**src/rtl/eep_pkg.sv**
```systemverilog
package eep_pkg;

    localparam logic [3:0] DEV_TYPE_CODE = 4'b1010;

    typedef enum logic [2:0] {
        ST_IDLE,
        ST_RX,
        ST_RX_ACK,
        ST_TX,
        ST_TX_ACK,
        ST_HOLD
    } bus_state_t;

    typedef enum logic [1:0] {
        ROLE_DEV,
        ROLE_AHI,
        ROLE_ALO,
        ROLE_DATA
    } byte_role_t;

    typedef struct packed {
        logic scl_rise;
        logic scl_fall;
        logic start;
        logic stop;
        logic sda;
    } line_ev_t;

    function automatic logic dev_match(input logic [7:0] b, input logic [2:0] sel);
        return (b[7:4] == DEV_TYPE_CODE) && (b[3:1] == sel);
    endfunction

endpackage

```
**src/rtl/eep_line_sync.sv**
```systemverilog
module eep_line_sync
    import eep_pkg::*;
#(
    parameter int SYNC_STAGES = 2
) (
    input  logic     clk,
    input  logic     rst,
    input  logic     scl_in,
    input  logic     sda_in,
    output line_ev_t ev
);
    localparam int TOP = SYNC_STAGES - 1;

    logic [SYNC_STAGES-1:0] scl_q;
    logic [SYNC_STAGES-1:0] sda_q;
    logic                   scl_p;
    logic                   sda_p;
    logic                   scl_s;
    logic                   sda_s;

    always_ff @(posedge clk) begin
        if (rst) begin
            scl_q <= '1;
            sda_q <= '1;
            scl_p <= 1'b1;
            sda_p <= 1'b1;
        end else begin
            scl_q <= {scl_q[SYNC_STAGES-2:0], scl_in};
            sda_q <= {sda_q[SYNC_STAGES-2:0], sda_in};
            scl_p <= scl_q[TOP];
            sda_p <= sda_q[TOP];
        end
    end

    assign scl_s = scl_q[TOP];
    assign sda_s = sda_q[TOP];

    always_comb begin
        ev.scl_rise = scl_s & ~scl_p;
        ev.scl_fall = ~scl_s & scl_p;
        ev.start    = scl_s & scl_p & sda_p & ~sda_s;
        ev.stop     = scl_s & scl_p & ~sda_p & sda_s;
        ev.sda      = sda_s;
    end
endmodule

```
**src/rtl/eep_array.sv**
```systemverilog
module eep_array #(
    parameter int AW = 8
) (
    input  logic          clk,
    input  logic          we,
    input  logic [AW-1:0] waddr,
    input  logic [7:0]    wdata,
    input  logic [AW-1:0] raddr,
    output logic [7:0]    rdata
);
    localparam int DEPTH = 1 << AW;

    logic [7:0] cells [DEPTH];

    always_ff @(posedge clk) begin
        if (we) cells[waddr] <= wdata;
    end

    assign rdata = cells[raddr];
endmodule

```
**src/rtl/eep_write_timer.sv**
```systemverilog
module eep_write_timer #(
    parameter int TWC_CYCLES = 5000
) (
    input  logic clk,
    input  logic rst,
    input  logic kick,
    output logic busy
);
    localparam int CW = $clog2(TWC_CYCLES + 1);
    localparam logic [CW-1:0] LOAD = CW'(TWC_CYCLES);

    logic [CW-1:0] remain;

    always_ff @(posedge clk) begin
        if (rst) begin
            remain <= '0;
        end else if (kick) begin
            remain <= LOAD;
        end else if (remain != '0) begin
            remain <= remain - 1'b1;
        end
    end

    assign busy = (remain != '0);
endmodule

```
**src/rtl/serial_eeprom_target.sv**
```systemverilog
module serial_eeprom_target
    import eep_pkg::*;
#(
    parameter int         MEM_AW      = 8,
    parameter int         PAGE_AW     = 6,
    parameter int         PTR_W       = 14,
    parameter int         TWC_CYCLES  = 5000,
    parameter int         SYNC_STAGES = 2,
    parameter logic [2:0] DEV_SEL     = 3'b000
) (
    input  logic clk,
    input  logic rst,
    input  logic scl_in,
    input  logic sda_in,
    output logic sda_drive_low
);
    localparam logic [PTR_W-1:0] PAGE_MASK = PTR_W'((1 << PAGE_AW) - 1);
    localparam logic [PTR_W-1:0] ARR_MASK  = PTR_W'((1 << MEM_AW) - 1);
    localparam logic [PTR_W-1:0] PTR_ONE   = PTR_W'(1);

    line_ev_t    ev;
    bus_state_t  st;
    byte_role_t  role;
    logic [3:0]  bitcnt;
    logic [7:0]  shreg;
    logic [PTR_W-1:0] ptr;
    logic        rd_mode;
    logic        wr_pending;
    logic        host_ack;
    logic        sda_low;
    logic        wc_busy;
    logic        wc_kick;
    logic        mem_we;
    logic [7:0]  mem_rdata;
    logic        byte_done;
    logic [PTR_W-1:0] ptr_page_next;
    logic [PTR_W-1:0] ptr_arr_next;

    eep_line_sync #(.SYNC_STAGES(SYNC_STAGES)) u_sync (
        .clk    (clk),
        .rst    (rst),
        .scl_in (scl_in),
        .sda_in (sda_in),
        .ev     (ev)
    );

    eep_array #(.AW(MEM_AW)) u_array (
        .clk   (clk),
        .we    (mem_we),
        .waddr (ptr[MEM_AW-1:0]),
        .wdata (shreg),
        .raddr (ptr[MEM_AW-1:0]),
        .rdata (mem_rdata)
    );

    eep_write_timer #(.TWC_CYCLES(TWC_CYCLES)) u_timer (
        .clk  (clk),
        .rst  (rst),
        .kick (wc_kick),
        .busy (wc_busy)
    );

    assign ptr_page_next = (ptr & ~PAGE_MASK) | ((ptr + PTR_ONE) & PAGE_MASK);
    assign ptr_arr_next  = (ptr & ~ARR_MASK)  | ((ptr + PTR_ONE) & ARR_MASK);

    assign byte_done = (st == ST_RX) && ev.scl_fall && (bitcnt == 4'd8)
                       && !ev.start && !ev.stop;
    assign mem_we    = byte_done && (role == ROLE_DATA);
    assign wc_kick   = ev.stop && wr_pending;
    assign sda_drive_low = sda_low;

    always_ff @(posedge clk) begin
        if (rst) begin
            st         <= ST_IDLE;
            role       <= ROLE_DEV;
            bitcnt     <= '0;
            shreg      <= '0;
            ptr        <= '0;
            rd_mode    <= 1'b0;
            wr_pending <= 1'b0;
            host_ack   <= 1'b0;
            sda_low    <= 1'b0;
        end else if (ev.start) begin
            st         <= ST_RX;
            role       <= ROLE_DEV;
            bitcnt     <= '0;
            rd_mode    <= 1'b0;
            wr_pending <= 1'b0;
            sda_low    <= 1'b0;
        end else if (ev.stop) begin
            st         <= ST_IDLE;
            wr_pending <= 1'b0;
            sda_low    <= 1'b0;
        end else begin
            unique case (st)
                ST_RX: begin
                    if (ev.scl_rise && bitcnt != 4'd8) begin
                        shreg  <= {shreg[6:0], ev.sda};
                        bitcnt <= bitcnt + 4'd1;
                    end else if (byte_done) begin
                        unique case (role)
                            ROLE_DEV: begin
                                if (dev_match(shreg, DEV_SEL) && !wc_busy) begin
                                    sda_low <= 1'b1;
                                    st      <= ST_RX_ACK;
                                    rd_mode <= shreg[0];
                                    role    <= ROLE_AHI;
                                end else begin
                                    st <= ST_IDLE;
                                end
                            end
                            ROLE_AHI: begin
                                ptr     <= PTR_W'({shreg, ptr[7:0]});
                                role    <= ROLE_ALO;
                                sda_low <= 1'b1;
                                st      <= ST_RX_ACK;
                            end
                            ROLE_ALO: begin
                                ptr[7:0] <= shreg;
                                role     <= ROLE_DATA;
                                sda_low  <= 1'b1;
                                st       <= ST_RX_ACK;
                            end
                            ROLE_DATA: begin
                                ptr        <= ptr_page_next;
                                wr_pending <= 1'b1;
                                sda_low    <= 1'b1;
                                st         <= ST_RX_ACK;
                            end
                        endcase
                    end
                end
                ST_RX_ACK: begin
                    if (ev.scl_fall) begin
                        bitcnt <= '0;
                        if (rd_mode) begin
                            shreg   <= mem_rdata;
                            sda_low <= ~mem_rdata[7];
                            st      <= ST_TX;
                        end else begin
                            sda_low <= 1'b0;
                            st      <= ST_RX;
                        end
                    end
                end
                ST_TX: begin
                    if (ev.scl_fall) begin
                        if (bitcnt == 4'd7) begin
                            sda_low <= 1'b0;
                            bitcnt  <= '0;
                            st      <= ST_TX_ACK;
                        end else begin
                            shreg   <= {shreg[6:0], 1'b0};
                            sda_low <= ~shreg[6];
                            bitcnt  <= bitcnt + 4'd1;
                        end
                    end
                end
                ST_TX_ACK: begin
                    if (ev.scl_rise) begin
                        host_ack <= ~ev.sda;
                        if (!ev.sda) ptr <= ptr_arr_next;
                    end else if (ev.scl_fall) begin
                        if (host_ack) begin
                            shreg   <= mem_rdata;
                            sda_low <= ~mem_rdata[7];
                            st      <= ST_TX;
                        end else begin
                            st <= ST_HOLD;
                        end
                    end
                end
                default: ;
            endcase
        end
    end
endmodule

```
**config.mk**
```make
export PLATFORM = sky130hd
export DESIGN_NAME = serial_eeprom_target
export DESIGN_NICKNAME = d
export VERILOG_FILES = /design/src/rtl/eep_pkg.sv /design/src/rtl/eep_line_sync.sv /design/src/rtl/eep_array.sv /design/src/rtl/eep_write_timer.sv /design/src/rtl/serial_eeprom_target.sv
export SDC_FILE = /design/constraint.sdc
export NUM_CORES = 2
export LEC_CHECK = 0
export BUFFER_PORTS_ARGS = -buffer_cell sky130_fd_sc_hd__buf_4
export CAP_MARGIN = 40
export CORE_ASPECT_RATIO = 1.2
export CORE_MARGIN = 10
export CORE_UTILIZATION = 55
export CTS_CLUSTER_SIZE = 40
export DETAILED_ROUTE_END_ITERATION = 16
export PLACE_DENSITY = 0.8
export SLEW_MARGIN = 20
export SYNTH_ARGS = -nofsm -noshare
export SYNTH_HDL_FRONTEND = slang
export SYNTH_SLANG_ARGS = --single-unit
```
**constraint.sdc**
```tcl
create_clock -name clk -period 8.6 [get_ports clk]
set_clock_uncertainty 0.2 [all_clocks]
set_input_delay 1.72 -clock clk [delete_from_list [all_inputs] [get_ports clk]]
set_output_delay 1.72 -clock clk [all_outputs]
set_load 0.01 [all_outputs]
```
# Word-level counts from Yosys, hierarchy flattened
# Memory sizes are Yosys's and may differ from the RTL's. A register that Yosys moved wholly into a read port is not among the register bits.
# Cells that the tools add are included.
dict set report totals {
  register_bits 54
  ramBits 2048
  inputBits 4
  out_inout_bits 1
  wordCells 165
  mem_count 1
}
dict set report op_classes {
  add_sub_neg 3
  eq_ne 35
  muxes 55
  bitwise_logic 18
  n_reduce_logical 36
}
# name depth width rd rd_clocked_by_memory_dff wr line
set mem_list {}
lappend mem_list {u_array.cells 256 8 1 1 1 eep_array.sv:13} ;# logic [7:0] cells [DEPTH];
# operator n
set op_table {}
lappend op_table {{$mux W8} 10}
lappend op_table {{$mux W14} 4}
lappend op_table {{$ne A4 B4 Y1 const B} 8}
lappend op_table {{$pmux W8 S4} 1}
lappend op_table {{$reduce_and A8 Y1} 4}
lappend op_table {{$pmux W14 S2} 1}
lappend op_table {{$mux W13} 2}
lappend op_table {{$ne A2 B2 Y1 const B} 13}
lappend op_table {{$mux W3} 8}
lappend op_table {{$mux W4} 4}
lappend op_table {{$pmux W8 S2} 1}
lappend op_table {{$mux W1} 14}
lappend op_table {{$or A14 B6 Y14} 1}
lappend op_table {{$or A14 B8 Y14} 1}
lappend op_table {{$reduce_bool A13 Y1} 1}
lappend op_table {{$sub A13 B1 Y13 const B} 1}
lappend op_table {{$pmux W3 S4} 1}
lappend op_table {{$pmux W4 S3} 1}
lappend op_table {{$pmux W6 S2} 1}
lappend op_table {{$reduce_and A6 Y1} 2}
lappend op_table {{$reduce_and A11 Y1} 1}
lappend op_table {{$logic_and A1 B1 Y1} 9}
lappend op_table {{$not A1 Y1} 9}
lappend op_table {{$reduce_and A9 Y1} 1}
lappend op_table {{other kinds (29)} 48}

# Logic depth before layout (Yosys ltp)
dict set report depth {
  ltp_word 11
  mapped_depth 14
}

# Hierarchy
# A second synthesis with hierarchy kept.
dict set report hier_totals {
  cells_unflattened 4056
  hier_area_um2 82283.9
}
# mod n_inst cells_per_inst area_per_inst_um2 seq_area_each_um2
set modules_own_cells {}
lappend modules_own_cells {eep_array 1 3725 79396.1 61499.0}
lappend modules_own_cells {serial_eeprom_target 1 228 1953.1 580.6}
lappend modules_own_cells {eep_write_timer 1 86 737.0 260.2}
lappend modules_own_cells {eep_line_sync 1 17 197.7 120.1}

# Worst setup path after synthesis
# Ideal clock, no wire load.
dict set report synth_timing {
  path_kind {register -> register}
  from {reg shreg[7]}
  to {reg st[1]}
  setup_ns 0.091
  t_arrival_ns 5.023
  setup_slack_ns 3.286
  stages_incl_launch_ff 8
  synth_period_minus_slack_ns 5.314
  path_cell_list {dfxtp_1 or4bb_1 nor4_1 nand4b_1 nand2_1 mux2_2 a21oi_1 a311oi_1}
}
dict set report synth_between {
  elab_chain_len 8
}
# item line
set synth_lines {}
lappend synth_lines {{start: declaration} serial_eeprom_target.sv:25} ;# logic [7:0] shreg;
lappend synth_lines {{start signal: assignment} serial_eeprom_target.sv:98} ;# shreg <= {shreg[6:0], ev.sda};
lappend synth_lines {{start signal: assignment} serial_eeprom_target.sv:137} ;# shreg <= mem_rdata;
lappend synth_lines {{start signal: assignment} serial_eeprom_target.sv:153} ;# shreg <= {shreg[6:0], 1'b0};
lappend synth_lines {{$eq A4 B4 Y1} eep_pkg.sv:30} ;# return (b[7:4] == DEV_TYPE_CODE) && (b[3:1] == sel);
lappend synth_lines {{$logic_and A1 B1 Y1} eep_pkg.sv:30}
lappend synth_lines {{$logic_and A1 B1 Y1} serial_eeprom_target.sv:103} ;# if (dev_match(shreg, DEV_SEL) && !wc_busy) begin
lappend synth_lines {{$mux W2} serial_eeprom_target.sv:103}
lappend synth_lines {{$pmux W3 S2} serial_eeprom_target.sv:101} ;# unique case (role)
lappend synth_lines {{$mux W3} serial_eeprom_target.sv:100} ;# end else if (byte_done) begin
lappend synth_lines {{$mux W3} serial_eeprom_target.sv:97} ;# if (ev.scl_rise && bitcnt != 4'd8) begin
lappend synth_lines {{$pmux W3 S4} serial_eeprom_target.sv:95} ;# unique case (st)
lappend synth_lines {{end signal: assignment} serial_eeprom_target.sv:91} ;# st <= ST_IDLE;
lappend synth_lines {{end signal: assignment} serial_eeprom_target.sv:105} ;# st <= ST_RX_ACK;
lappend synth_lines {{end signal: assignment} serial_eeprom_target.sv:109} ;# st <= ST_IDLE;
lappend synth_lines {{end: declaration} serial_eeprom_target.sv:22} ;# bus_state_t st;
# Every way passes these cells. The select of a mux whose other input is x is not followed.
# A chain may end at the register's enable or synchronous reset.

==> results.json <==
{
  "status": "finished clean",
  "worstPathRequired_ns": 9.11,
  "crit_chain": "buf_12 > mux4_2 > mux2i_1 > a211oi_1 > or4_1 > a221oi_1 > buf_2 > a21oi_1",
  "post_cts_buffers": 0,
  "final_cell_area_sq_mm": 0.0919,
  "antenna_left": 0,
  "htreeDepth": 4,
  "rsz0062_at_grt": "false",
  "initialDrtViolationCount": 6268,
  "synth-compound-area-share_pct": 1.72,
  "synthArstFlopShare_pct": 0,
  "ys_ff_latch": 2104,
  "dieHeight_um": 444,
  "synth_edf_count": 2048,
  "crit_path_max_fanout": 66,
  "routedWlPerCell_um": 33.2,
  "slew_violations": 0,
  "yosys.area_share.simple_pct": 3.43,
  "end_kind": "register",
  "synth_top_family_by_area": "multiplexers",
  "area_delta_synth_final_pct": 11.6,
  "ir_drop_uv": 269,
  "nFillCells": 9303,
  "syn_inst": 3920,
  "drt_wl_total_mm": 207,
  "max-cap-violations": 0,
  "cts_resized": 0,
  "num_vias": 42500,
  "synthMuxAreaShare_pct": 16.9,
  "seq_area_frac_synth_pct": 76.1,
  "antenna_found_initial": 3,
  "die_x_um": 373,
  "max_stage_delay_ns": 0.88,
  "syn-num-nets": 3936,
  "cts_root_buf": "clkbuf_16",
  "path_buf_inv": 2,
  "synth_warnings": 0,
  "dpl.cell_count": 5770,
  "via_per_inst": 6.83,
  "pre_cts_ws_ns": 3.98,
  "synthAdderAreaFrac_pct": 0.182,
  "place_congestion": 0.917,
  "final_util_pct": 61.8,
  "clk-insertion-delay-late_ns": 0.83,
  "slew_headroom_pct": 34.1,
  "first_global_vias": 42500,
  "post-route-min-period_ns": 4.72,
  "clock.fmax_mhz": 212,
  "setup_viol": 0,
  "drtPass1Iterations": 14,
  "synth_xor_area_share_pct": 0.0957,
  "numCtsBuffers": 183,
  "path_clk_slew_ns": 0.07,
  "ios": 5,
  "die_area_sq_mm": 0.166,
  "worst_slew_pin_slew_ns": 0.989,
  "grt_max_degree": 139,
  "numPortBuffers": 4,
  "syn-cell-area_sq_mm": 0.0823,
  "hold_viol_final": 0,
  "rows": 155,
  "nNetsFinal": 4129,
  "core_sq_mm": 0.149,
  "finalSetupTns_ns": 0,
  "cts_sinks": 2104,
  "track_usage_pct": 24.6,
  "start_util_pct": 55.4,
  "start_kind": "register",
  "syn_avg_cell_area_sq_um": 21.0,
  "dp_hpwl_mm": 118,
  "ctsHoldBuffers": 0,
  "clock_path_buffers": 3,
  "p_leak_nw": 27.0,
  "powerDensity_mw_per_mm2": 215,
  "cts_tree": "yes",
  "crit_family": "multiplexers",
  "layout_setup_ws_ns": 3.88,
  "finalNonFillerCells": 6227,
  "yosys_most_used_dff": "edfxtp_1",
  "placed_cell_area_sq_mm": 0.0849,
  "drive_gt1_share_pct": 26.1,
  "drc": 0,
  "hp-class": "register to register",
  "cp_data_arrival_time_ns": 5.23,
  "crit_slowest_cell": "dfxtp_4",
  "synth.distinct_cells": 70,
  "criticalPathCategory": "register to register",
  "grt_overflow": 0,
  "grt_first_pass_wirelength_mm": 300,
  "period_share_pct": 54.9
}
[where the power goes]
group	internal [mW]	total [mW]	switching (mW)	leakage [nW]
clock	4.54	8.21	3.67	2.87
sequential	11.2	11.2	0.0441	18.2
combinational	0.0823	0.270	0.188	5.87
[registers in the layout (all words and copies together), names as in the netlist, named ones only]
register,count
bitcnt,4
host_ack,1
ptr,8
rd_mode,1
role,2
sda_drive_low,1
shreg,8
st,3
u_array.cells,2048
u_sync.scl_p,1
u_sync.scl_q,2
u_sync.sda_p,1
u_sync.sda_q,2
u_timer.remain,13
wr_pending,1
[synth_stat cells (7+ instances only)]
| master | count | share of area, % |
|---|---|---|
| a211oi_1 | 21 | 0.19 |
| a21oi_1 | 49 | 0.30 |
| a311oi_1 | 9 | 0.096 |
| a31oi_1 | 12 | 0.091 |
| and3_1 | 11 | 0.084 |
| buf_1 | 14 | 0.064 |
| buf_2 | 57 | 0.35 |
| buf_4 | 32 | 0.29 |
| buf_6 | 17 | 0.23 |
| clkbuf_1 | 104 | 0.47 |
| dfxtp_1 | 56 | 1.4 |
| edfxtp_1 | 2048 | 75 |
| ha_1 | 12 | 0.18 |
| inv_1 | 20 | 0.091 |
| mux2_2 | 10 | 0.14 |
| mux2i_1 | 106 | 1.3 |
| mux4_2 | 564 | 15 |
| nand2_1 | 162 | 0.74 |
| nand2b_1 | 12 | 0.091 |
| nand3_1 | 46 | 0.28 |
| nand4_1 | 8 | 0.061 |
| nor2_1 | 318 | 1.4 |
| nor2b_1 | 16 | 0.12 |
| nor3_1 | 25 | 0.15 |
| nor4_1 | 8 | 0.061 |
| o2111ai_1 | 7 | 0.074 |
| o21ai_0 | 31 | 0.19 |
| o22ai_1 | 28 | 0.21 |
| or2_2 | 8 | 0.061 |
| or3_1 | 8 | 0.061 |
| xnor2_1 | 7 | 0.074 |
[worst reg2reg max path, stage by stage, from the launching register on]
cell and delay [ns]:
dfxtp_4 0.88, buf_12 0.51, mux4_2 0.70, mux2i_1 0.49
a211oi_1 0.26, or4_1 0.64, a221oi_1 0.49, buf_2 0.31
a21oi_1 0.12
[cells in the final DEF, fill, tap and decap left out, drive strengths merged, types with 46 or more instances in the layout]
cell type and instances:
edfxtp 2048, mux4 567, nor2 318, buf 234, clkbuf 220, nand2 162, mux2i 106, clkinv 81
dfxtp 56, a21oi 49, nand3 46
[worst paths after layout]
check             startpoint               to  slack, ns  depth (start not counted)
max                 register         shreg[4]       3.88                          8
min          u_sync.scl_q[0]  u_sync.scl_q[1]       0.30                          1
max reg2reg         register         shreg[4]       3.88                          8
min reg2reg  u_sync.scl_q[0]  u_sync.scl_q[1]       0.30                          1
[logic make-up after synthesis]
group                    after synthesis
AO/OA/AOI/OAI                        212
XOR/XNOR                               9
adder cells (fa/ha/maj)               12
buffers and inverters                250
flip-flops                          2104
multiplexers                         683
AND/OR/NAND/NOR                      650
[cell type report]
cell class              count  area, sq um  share of cell area, %
flip-flops and latches   2104        62700                   68.2
multi-input cells        1566        18400                   20.1
clock buffers             219         4840                   5.27
well taps                1962         2450                   2.67
repair buffers            235         2280                   2.49
clock inverters           116         1090                   1.18
inverters                  23         92.6                  0.101
diodes                      2         5.00                0.00545
[layer usage]
layer | wire length [um] | track usage [%] | vias up
met5 | 13 | 0 | -
met3 | 23200 | 6.19 | 763
met2 | 99900 | 39.6 | 3261
li1 | - | - | 16600
met4 | 14300 | 14.5 | 2
met1 | 69100 | 30.5 | 21900
[stage by stage]
stage	power, mW	hold WS [ns]
after floorplan	11.6	0.189
after global placement	11.7	0.259
after detailed placement	11.7	0.265
after CTS	19.8	0.303
after global routing	20.2	0.322
final	19.7	0.300
(Power assumes the default switching activity.)
